## src/rtl/jtm_pkg.sv

```systemverilog
`timescale 1ns/1ps
package jtm_pkg;
  localparam int IR_W = 5;

  typedef enum logic [3:0] {
    ST_RESET, ST_IDLE,
    ST_DR_SEL, ST_DR_CAP, ST_DR_SHIFT, ST_DR_EXIT1, ST_DR_PAUSE, ST_DR_EXIT2, ST_DR_UPD,
    ST_IR_SEL, ST_IR_CAP, ST_IR_SHIFT, ST_IR_EXIT1, ST_IR_PAUSE, ST_IR_EXIT2, ST_IR_UPD
  } tap_state_t;

  typedef enum logic [2:0] {
    DR_BYPASS, DR_IDENT, DR_USER, DR_ADDR, DR_WRITE, DR_READ
  } dr_sel_t;

  localparam logic [IR_W-1:0] OP_IDENT   = 5'b00001;
  localparam logic [IR_W-1:0] OP_USER    = 5'b00100;
  localparam logic [IR_W-1:0] OP_ADDR    = 5'b01000;
  localparam logic [IR_W-1:0] OP_WRITE   = 5'b01001;
  localparam logic [IR_W-1:0] OP_READ    = 5'b01010;
  localparam logic [IR_W-1:0] OP_SAVE    = 5'b01100;
  localparam logic [IR_W-1:0] OP_REBOOT  = 5'b01101;
  localparam logic [IR_W-1:0] IR_CAP_PAT = 5'b00001;
endpackage

```

## src/rtl/jtm_fsm.sv

```systemverilog
`timescale 1ns/1ps
module jtm_fsm
  import jtm_pkg::*;
(
  input  logic       tck,
  input  logic       rst,
  input  logic       tms,
  output tap_state_t state
);
  tap_state_t nxt;

  always_comb begin
    case (state)
      ST_RESET:    nxt = tms ? ST_RESET    : ST_IDLE;
      ST_IDLE:     nxt = tms ? ST_DR_SEL   : ST_IDLE;
      ST_DR_SEL:   nxt = tms ? ST_IR_SEL   : ST_DR_CAP;
      ST_DR_CAP:   nxt = tms ? ST_DR_EXIT1 : ST_DR_SHIFT;
      ST_DR_SHIFT: nxt = tms ? ST_DR_EXIT1 : ST_DR_SHIFT;
      ST_DR_EXIT1: nxt = tms ? ST_DR_UPD   : ST_DR_PAUSE;
      ST_DR_PAUSE: nxt = tms ? ST_DR_EXIT2 : ST_DR_PAUSE;
      ST_DR_EXIT2: nxt = tms ? ST_DR_UPD   : ST_DR_SHIFT;
      ST_DR_UPD:   nxt = tms ? ST_DR_SEL   : ST_IDLE;
      ST_IR_SEL:   nxt = tms ? ST_RESET    : ST_IR_CAP;
      ST_IR_CAP:   nxt = tms ? ST_IR_EXIT1 : ST_IR_SHIFT;
      ST_IR_SHIFT: nxt = tms ? ST_IR_EXIT1 : ST_IR_SHIFT;
      ST_IR_EXIT1: nxt = tms ? ST_IR_UPD   : ST_IR_PAUSE;
      ST_IR_PAUSE: nxt = tms ? ST_IR_EXIT2 : ST_IR_PAUSE;
      ST_IR_EXIT2: nxt = tms ? ST_IR_UPD   : ST_IR_SHIFT;
      ST_IR_UPD:   nxt = tms ? ST_DR_SEL   : ST_IDLE;
      default:     nxt = ST_RESET;
    endcase
  end

  always_ff @(posedge tck) begin
    if (rst) state <= ST_RESET;
    else     state <= nxt;
  end

  // Run of consecutive tms-high edges, kept only for the check below.
  logic [2:0] ones_run;
  always_ff @(posedge tck) begin
    if (rst)                    ones_run <= 3'd5;
    else if (!tms)              ones_run <= 3'd0;
    else if (ones_run != 3'd5)  ones_run <= ones_run + 3'd1;
  end


  five_ones_reset_chk: assert property (@(posedge tck) disable iff (rst)
    (ones_run == 3'd5) |-> (state == ST_RESET));


  cap_dr_next_chk: assert property (@(posedge tck) disable iff (rst)
    (state == ST_DR_CAP) |=> (state == ST_DR_SHIFT || state == ST_DR_EXIT1));


  pause_hold_chk: assert property (@(posedge tck) disable iff (rst)
    (state == ST_DR_PAUSE && !tms) |=> (state == ST_DR_PAUSE));
endmodule

```

## src/rtl/jtm_ir.sv

```systemverilog
`timescale 1ns/1ps
module jtm_ir
  import jtm_pkg::*;
(
  input  logic       tck,
  input  logic       rst,
  input  tap_state_t state,
  input  logic       tdi,
  output logic       ir_tdo,
  output dr_sel_t    dr_sel,
  output logic       save_pulse,
  output logic       reboot_pulse
);
  logic [IR_W-1:0] ir_sr;
  logic [IR_W-1:0] ir_q;

  always_ff @(posedge tck) begin
    if (rst) begin
      ir_sr        <= IR_CAP_PAT;
      ir_q         <= OP_IDENT;
      save_pulse   <= 1'b0;
      reboot_pulse <= 1'b0;
    end else begin
      save_pulse   <= 1'b0;
      reboot_pulse <= 1'b0;
      case (state)
        ST_RESET:    ir_q  <= OP_IDENT;
        ST_IR_CAP:   ir_sr <= IR_CAP_PAT;
        ST_IR_SHIFT: ir_sr <= {tdi, ir_sr[IR_W-1:1]};
        ST_IR_UPD: begin
          ir_q         <= ir_sr;
          save_pulse   <= (ir_sr == OP_SAVE);
          reboot_pulse <= (ir_sr == OP_REBOOT);
        end
        default: ;
      endcase
    end
  end

  assign ir_tdo = ir_sr[0];

  always_comb begin
    case (ir_q)
      OP_IDENT: dr_sel = DR_IDENT;
      OP_USER:  dr_sel = DR_USER;
      OP_ADDR:  dr_sel = DR_ADDR;
      OP_WRITE: dr_sel = DR_WRITE;
      OP_READ:  dr_sel = DR_READ;
      default:  dr_sel = DR_BYPASS;
    endcase
  end


  strobe_excl_chk: assert property (@(posedge tck) disable iff (rst)
    $onehot0({save_pulse, reboot_pulse}));


  save_single_chk: assert property (@(posedge tck) disable iff (rst)
    save_pulse |=> !save_pulse);


  reboot_single_chk: assert property (@(posedge tck) disable iff (rst)
    reboot_pulse |=> !reboot_pulse);


  ir_capture_chk: assert property (@(posedge tck) disable iff (rst)
    (state == ST_IR_CAP) |=> (ir_sr == IR_CAP_PAT));
endmodule

```

## src/rtl/jtm_shreg.sv

```systemverilog
`timescale 1ns/1ps
module jtm_shreg #(
  parameter int W = 8
) (
  input  logic         tck,
  input  logic         rst,
  input  logic         cap_en,
  input  logic [W-1:0] cap_val,
  input  logic         sh_en,
  input  logic         tdi,
  output logic [W-1:0] q
);
  generate
    if (W == 1) begin : g_single
      always_ff @(posedge tck) begin
        if (rst)         q <= '0;
        else if (cap_en) q <= cap_val;
        else if (sh_en)  q <= tdi;
      end
    end else begin : g_chain
      always_ff @(posedge tck) begin
        if (rst)         q <= '0;
        else if (cap_en) q <= cap_val;
        else if (sh_en)  q <= {tdi, q[W-1:1]};
      end
    end
  endgenerate
endmodule

```

## src/rtl/jtag_mem_tap.sv

```systemverilog
`timescale 1ns/1ps
module jtag_mem_tap
  import jtm_pkg::*;
#(
  parameter int              ADDR_W     = 8,
  parameter int              DATA_W     = 8,
  parameter int              ID_W       = 32,
  parameter logic [ID_W-1:0] ID_VALUE   = 32'h2B7D_40E3,
  parameter logic [ID_W-1:0] USER_VALUE = 32'h0C0F_FEE5
) (
  input  logic              tck,
  input  logic              rst,
  input  logic              tms,
  input  logic              tdi,
  output logic              tdo,
  output logic [ADDR_W-1:0] mem_addr,
  output logic [DATA_W-1:0] mem_wdata,
  output logic              mem_we,
  input  logic [DATA_W-1:0] mem_rdata,
  output logic              save_pulse,
  output logic              reboot_pulse
);
  tap_state_t state;
  dr_sel_t    dr_sel;
  logic       ir_tdo;

  jtm_fsm u_fsm (
    .tck   (tck),
    .rst   (rst),
    .tms   (tms),
    .state (state)
  );

  jtm_ir u_ir (
    .tck          (tck),
    .rst          (rst),
    .state        (state),
    .tdi          (tdi),
    .ir_tdo       (ir_tdo),
    .dr_sel       (dr_sel),
    .save_pulse   (save_pulse),
    .reboot_pulse (reboot_pulse)
  );

  logic cap_dr, sh_dr, upd_dr;
  assign cap_dr = (state == ST_DR_CAP);
  assign sh_dr  = (state == ST_DR_SHIFT);
  assign upd_dr = (state == ST_DR_UPD);

  logic [0:0]        byp_q;
  logic [ID_W-1:0]   id_q;
  logic [ID_W-1:0]   usr_q;
  logic [ADDR_W-1:0] adr_q;
  logic [DATA_W-1:0] wr_q;
  logic [DATA_W-1:0] rd_q;
  logic [ADDR_W-1:0] addr_r;
  logic [DATA_W-1:0] wdata_r;
  logic              we_r;

  jtm_shreg #(.W(1)) u_byp (
    .tck (tck), .rst (rst),
    .cap_en (cap_dr && dr_sel == DR_BYPASS), .cap_val (1'b0),
    .sh_en  (sh_dr  && dr_sel == DR_BYPASS), .tdi (tdi), .q (byp_q)
  );

  jtm_shreg #(.W(ID_W)) u_id (
    .tck (tck), .rst (rst),
    .cap_en (cap_dr && dr_sel == DR_IDENT), .cap_val (ID_VALUE),
    .sh_en  (sh_dr  && dr_sel == DR_IDENT), .tdi (tdi), .q (id_q)
  );

  jtm_shreg #(.W(ID_W)) u_usr (
    .tck (tck), .rst (rst),
    .cap_en (cap_dr && dr_sel == DR_USER), .cap_val (USER_VALUE),
    .sh_en  (sh_dr  && dr_sel == DR_USER), .tdi (tdi), .q (usr_q)
  );

  jtm_shreg #(.W(ADDR_W)) u_adr (
    .tck (tck), .rst (rst),
    .cap_en (cap_dr && dr_sel == DR_ADDR), .cap_val (addr_r),
    .sh_en  (sh_dr  && dr_sel == DR_ADDR), .tdi (tdi), .q (adr_q)
  );

  // The write register has no parallel load: its capture enable is tied off.
  jtm_shreg #(.W(DATA_W)) u_wr (
    .tck (tck), .rst (rst),
    .cap_en (1'b0), .cap_val ('0),
    .sh_en  (sh_dr && dr_sel == DR_WRITE), .tdi (tdi), .q (wr_q)
  );

  jtm_shreg #(.W(DATA_W)) u_rd (
    .tck (tck), .rst (rst),
    .cap_en (cap_dr && dr_sel == DR_READ), .cap_val (mem_rdata),
    .sh_en  (sh_dr  && dr_sel == DR_READ), .tdi (tdi), .q (rd_q)
  );

  // Memory-side registers
  always_ff @(posedge tck) begin
    if (rst) begin
      addr_r  <= '0;
      wdata_r <= '0;
      we_r    <= 1'b0;
    end else begin
      we_r <= upd_dr && (dr_sel == DR_WRITE);
      if (upd_dr && dr_sel == DR_ADDR)  addr_r  <= adr_q;
      if (upd_dr && dr_sel == DR_WRITE) wdata_r <= wr_q;
    end
  end

  assign mem_addr  = addr_r;
  assign mem_wdata = wdata_r;
  assign mem_we    = we_r;

  // Serial output select and falling-edge retiming
  logic dr_bit;
  always_comb begin
    case (dr_sel)
      DR_IDENT: dr_bit = id_q[0];
      DR_USER:  dr_bit = usr_q[0];
      DR_ADDR:  dr_bit = adr_q[0];
      DR_WRITE: dr_bit = wr_q[0];
      DR_READ:  dr_bit = rd_q[0];
      default:  dr_bit = byp_q[0];
    endcase
  end

  logic tdo_r;
  always_ff @(negedge tck) begin
    if (rst) tdo_r <= 1'b0;
    else begin
      case (state)
        ST_DR_SHIFT: tdo_r <= dr_bit;
        ST_IR_SHIFT: tdo_r <= ir_tdo;
        default:     tdo_r <= 1'b0;
      endcase
    end
  end
  assign tdo = tdo_r;


  tdo_quiet_chk: assert property (@(posedge tck) disable iff (rst)
    tdo |-> (state == ST_DR_SHIFT || state == ST_IR_SHIFT));


  we_single_chk: assert property (@(posedge tck) disable iff (rst)
    mem_we |=> !mem_we);


  we_data_chk: assert property (@(posedge tck) disable iff (rst)
    mem_we |-> (mem_wdata == wr_q));


  addr_update_chk: assert property (@(posedge tck) disable iff (rst)
    (upd_dr && dr_sel == DR_ADDR) |=> (mem_addr == $past(adr_q)));


  ident_capture_chk: assert property (@(posedge tck) disable iff (rst)
    (cap_dr && dr_sel == DR_IDENT) |=> (id_q == ID_VALUE));


  user_capture_chk: assert property (@(posedge tck) disable iff (rst)
    (cap_dr && dr_sel == DR_USER) |=> (usr_q == USER_VALUE));


  read_capture_chk: assert property (@(posedge tck) disable iff (rst)
    (cap_dr && dr_sel == DR_READ) |=> (rd_q == $past(mem_rdata)));
endmodule

```

## config.mk

```make
export PLATFORM = sky130hd
export DESIGN_NAME = jtag_mem_tap
export DESIGN_NICKNAME = d
export VERILOG_FILES = /design/src/rtl/jtm_pkg.sv /design/src/rtl/jtm_fsm.sv /design/src/rtl/jtm_ir.sv /design/src/rtl/jtm_shreg.sv /design/src/rtl/jtag_mem_tap.sv
export SDC_FILE = /design/constraint.sdc
export NUM_CORES = 1
export LEC_CHECK = 0
export BUFFER_PORTS_ARGS = -buffer_cell sky130_fd_sc_hd__buf_2
export CELL_PAD_IN_SITES_DETAIL_PLACEMENT = 1
export CELL_PAD_IN_SITES_GLOBAL_PLACEMENT = 2
export CORE_ASPECT_RATIO = 1.1
export CORE_MARGIN = 5
export CORE_UTILIZATION = 37
export CTS_BUF_LIST = sky130_fd_sc_hd__clkbuf_4 sky130_fd_sc_hd__clkbuf_8 sky130_fd_sc_hd__clkbuf_16
export CTS_CLUSTER_SIZE = 12
export DETAILED_ROUTE_END_ITERATION = 6
export GPL_ROUTABILITY_DRIVEN = 0
export MAX_ROUTING_LAYER = met4
export PLACE_DENSITY_LB_ADDON = 0.1
export SLEW_MARGIN = 15
export SYNTH_ARGS = -nofsm -noshare
export SYNTH_HDL_FRONTEND = slang
export SYNTH_SLANG_ARGS = --single-unit
```

## constraint.sdc

```tcl
create_clock -name tck -period 2.4 [get_ports tck]
set_clock_uncertainty 0.1 [all_clocks]
set_input_delay 0 -clock tck [delete_from_list [all_inputs] [get_ports tck]]
set_output_delay 0 -clock tck [all_outputs]
set_load 0.02 [all_outputs]
```

After elaboration in Yosys (flattened, before gate mapping)
Index checks and enable logic that the tools add are counted.

word-level totals
  output and inout bits = 20
  register bits after elaboration = 123
  ROM bits = 0
  latch bits = 0
  word-level logic and storage cells = 99
  memories kept = 0
  input bits = 12
  memory bits (writable) = 0

operators by class
  divide/modulo/power cells = 0
  mux-type cells = 26
  shifts and indexed selects = 0
  bitwise operators = 1
  reductions and logical operators = 28
  equal/unequal tests = 27
  $mul = 0
  $add $sub $neg = 0
  magnitude comparators = 0

operators by type and width
  operator            number
  $mux 30             2
  $mux 28             2
  $pmux 4 s12         1
  $eq 4x4->1 const B  8
  $mux 8              4
  $eq 5x4->1 const B  5
  $pmux 5 s2          2
  $eq 4x3->1 const B  4
  $mux 4              4
  $pmux 3 s5          1
  $logic_and 1x1->1   13
  $reduce_bool 2->1   6
  $reduce_or 2->1     6
  $eq 4x2->1 const B  2
  $eq 3x2->1 const B  2
  $eq 3x3->1 const B  2
  $mux 2              3
  $mux 3              2
  $eq 5x1->1 const B  1
  $eq 5x3->1 const B  1
  $pmux 1 s5          1
  $eq 4x1->1 const B  1
  $logic_not 4->1     1
  $eq 3x1->1 const B  1
  5 further kinds     7

Depth between registers and ports, before layout
  depth after elaboration = 6
  mapped depth = 7
  gate-level depth less buffers = 4

By module
A second synthesis with hierarchy kept.

second synthesis, totals
  cell total of the unflattened synthesis = 585
  area total of the unflattened synthesis = 5856.9 um^2

by module, submodules not included
  module                 area an instance (um^2)  seq. area each (um^2)  cells each  instances
  jtm_shreg (u_id ...)   1510.2                   640.6                  142         2
  jtm_shreg (u_adr ...)  369.1                    160.2                  35          3
  jtag_mem_tap           848.3                    360.3                  100         1
  jtm_ir                 493.0                    240.2                  52          1
  jtm_fsm                335.3                    80.1                   39          1
  jtm_shreg (u_byp)      52.6                     20.0                   5           1

==> metrics.md <==
| Metric | Value |
|---|---|
| Antenna diodes | `0` |
| TritonCTS clock tree | `done` |
| Total core area | `about 13000 um^2` |
| RR Startpoint | `u_ir.ir_q[2]` |
| Remaining DRCs | `0` |
| Area contributors post-synth | `dfxtp_1, nand2_1, mux2i_1` |
| Class of the most critical setup path | `reg -> reg` |
| DR vias | `4108` |
| Die ar. | `~15000 um^2` |
| Max IR drop VDD | `about 440 uV` |
| Area after DPL | `5330 um^2` |
| Worst EP arrival | `around 1.5 ns` |
| I/O Buffers | `31` |
| Vias in the first global route | `between 4000 and 5000` |
| Initial Util | `0.381` |
| CP required | `1.42 ns` |
| Compound-cell area share of the yosys netlist | `0.160` |
| Initial drt markers | `between 200 and 250` |
| FP Rows | `43` |
| Relative slew slack | `0.469` |
| Violated checks | `setup timing` |
| Post-Place Worst Slack | `-0.176 ns` |
| Number of synthesized flops with an enable pin | `0` |
| Inserted Clock Buffers | `17` |
| Clock network fraction of total power | `0.538` |
| Post-synth top cells | `nand2_1, dfxtp_1, a21oi_1, mux2i_1, a31oi_1` |
| CTS max path bufs | `2` |
| Switch share | `0.205` |
| Comb power frac | `0.039` |
| Fin nets | `620` |
| Post-detail-place hpwl | `between 7 and 8 mm` |
| Total leakage power | `around 2.3 nW` |
| All-layer global routing usage | `0.174` |
| Crit end category | `flip-flop` |
| Root Driver | `clkbuf_16` |
| Power Dens Cells | `roughly 800 nW/um^2` |
| Clock-pin slew of the registers on the worst-case setup and hold paths | `about 0.05 ns` |
| Area grow syn2layout | `26.1%` |
| Synth Area in Simple Gates | `0.204` |
| Cell taking the most area after synthesis | `dfxtp_1` |
| Worst Tran Pin Value | `around 0.79 ns` |
| Crit. Startpoint | `u_ir.ir_q[2]` |
| Internal | `3.88 mW` |
| Final setup margin | `-0.0755 ns` |
| Flop2flop setup slack | `-0.08 ns` |
| Worst-Skew Late Latency | `0.42 ns` |
| Post-route cell area | `approximately 6100 um^2` |
| Max-slew violation count | `0` |
| Detail Route Antenna Nets | `0` |
| Worst hold path type | `in -> reg` |
| Crit path buffers/inverters | `1` |
| Main flop type after synthesis | `dfxtp_1` |
| Routed wire length | `12.3 mm` |
| Largest net degree at the start of global routing | `slightly above 70` |
| Crit path max-delay cell type | `dfxtp_2` |
| Hold Crit Start | `mem_rdata[2]` |
| Die X | `about 120 um` |
| Post-synth ARST share | `0` |
| Num ports | `32` |
| Synth Area in XOR/XNOR | `0` |
| Critical path's top delay family | `compound AO/OA/AOI/OAI gates` |
| Largest family of logic cells by synthesized area | `simple AND/OR/NAND/NOR gates` |
| Vert. Die Dim | `between 100 and 150 um` |
| Clock Sinks | `approximately 120` |
| Sequential cell area fraction in the yosys report | `0.509` |
| Top-count cell post-synth | `nand2_1` |
| Status | `finished, violations left` |
| First-pass GRT wire length | `21.1 mm` |
| Top-area cell type share of the netlist area | `0.509` |
| Share of power burned in registers | `0.423` |
| RSZ-0062 raised after global routing | `true` |
| H-tree depth | `4` |
| FILL cells | `~1500` |
| Drt first pass iters | `4` |
| Count of different cell masters after synthesis | `43` |
| Grt total ovfl | `0` |
| Initial antenna violation count | `0` |
| #FFs+latches synth | `about 120` |
| Net Count, Synth | `about 560` |
| Layout cell share with drive strength beyond 1 | `0.189` |
| Multiplexer share of the synthesized area | `0.0833` |
| Crit Path Max Fanout | `3` |
| Final Hold Fails | `0` |
| Startpoint types | `flip-flop` |
| Finish-stage setup viols | `1` |
| Avg Cell Area, Syn | `8.84 um^2` |
| Max-cap violations | `0` |
| Yosys warning total | `0` |
| CP Cell Sequence | `buf_4 -> nor3b_2 -> o31a_1 -> o211ai_1 -> a2bb2oi_1` |
| CP max stage delay | `0.34 ns` |
| Psw | `roughly 1 mW` |
| Setup_tns | `-0.0755 ns` |
| Synth Area in Adders | `0` |
| Mapped Cells | `roughly 550` |
| Mapped cell area | `between 4000 and 5000 um^2` |
| Wire per inst | `roughly 16 um` |
| Vias per cell | `about 5.3` |
cell families (layout without fill, tap and decap cells):
group,after synthesis,in the layout
AND/OR/NAND/NOR,218,218
flip-flops,123,123
AO/OA/AOI/OAI,122,122
buffers and inverters,44,117
multiplexers,40,40
cell usage in the layout, fill, tap and decap left out, types with 2 or more instances in the layout:
master,count
nand2_1,138
dfxtp_1,119
a21oi_1,43
mux2i_1,38
a31oi_1,37
nor2_1,34
buf_4,34
buf_2,31
clkbuf_16,17
o2bb2ai_1,16
dlygate4sd3_1,11
nand4_1,7
nand3_1,7
o21ai_0,7
inv_1,5
nand3b_1,5
clkinv_2,5
a211oi_1,4
nor3b_1,4
a22o_1,4
clkbuf_8,4
nor2b_1,3
bufinv_16,3
buf_12,3
dfxtp_2,3
o21bai_1,2
and2_1,2
mux2_2,2
a21oi_2,2
nor4b_2,2
o211ai_1,2
a2bb2oi_1,2
and3_1,2
nor3_1,2
or4b_1,2
clkbuf_4,2
stage by stage:
| stage | util | power, mW | instances | hold slack, ns |
|---|---|---|---|---|
| 2_1_floorplan | - | 2.23 | 547 | 0.0360 |
| 3_3_place_gp | 0.420 | 2.29 | 732 | 0.167 |
| 3_5_place_dp | 0.420 | 2.30 | 732 | 0.192 |
| 4_1_cts | 0.480 | 4.96 | 777 | 0.276 |
| 5_1_grt | 0.480 | 5.08 | 777 | 0.340 |
| 6_report | 0.480 | 4.89 | 777 | 0.303 |
layout make-up:
class	count	area [um^2]	area share
timing repair buffer	80	592	0.0970
sequential	123	2470	0.405
inverter	5	18.8	0.00308
tap	157	196	0.0322
multi-input combinational	380	2210	0.362
clock buffer	23	495	0.0812
clock inverter	9	119	0.0195
state kept, by name (all words and copies together) (netlist names):
name and cells:
mem_addr 8, u_adr.q 8, u_byp.q 1, u_fsm.state 4, u_ir.ir_sr 5, mem_wdata 8
u_ir.reboot_pulse 1, u_id.q 32, u_usr.q 32, mem_we 1, tdo 1, u_ir.save_pulse 1
u_rd.q 8, u_wr.q 8, u_ir.ir_q 5
final timing paths:
check                to  cells past startpoint
min           u_rd.q[2]                      4
max                 tdo                      5
max reg2reg         tdo                      5
min reg2reg  u_usr.q[3]                      2
layer usage:
metal	GRT usage	vias to the layer above	part of all wire
met4	0.0866	0	0.024
met1	0.184	2005	0.44
met3	0.0403	26	0.021
met5	-	-	0
met2	0.307	50	0.52
li1	-	2027	-
power by group through the flow:
| stage | sequential, mW | combinational, mW | clock [mW] |
|---|---|---|---|
| CTS | 2.07 | 0.192 | 2.70 |
| global route | 2.07 | 0.208 | 2.80 |
| detailed placement | 2.11 | 0.178 | 0.00522 |
| floorplan | 2.11 | 0.114 | 0.00522 |
| finish | 2.07 | 0.189 | 2.63 |
| global placement | 2.11 | 0.172 | 0.00522 |
tightest hold or removal path, delay by kind of cell:
kind	cells	cell delay (ns)
mux	1	0.06
buf+inv	2	0.62
compound gates	1	0.11
repair_timing:
item,in CTS,in global routing
endpoints found under the setup margin,1,1
pin swaps,4,0
setup buffers,3,0
hold endpoints to repair,18,0
gates resized for setup,8,0
hold buffers,11,0
(Power assumes the default switching activity.)
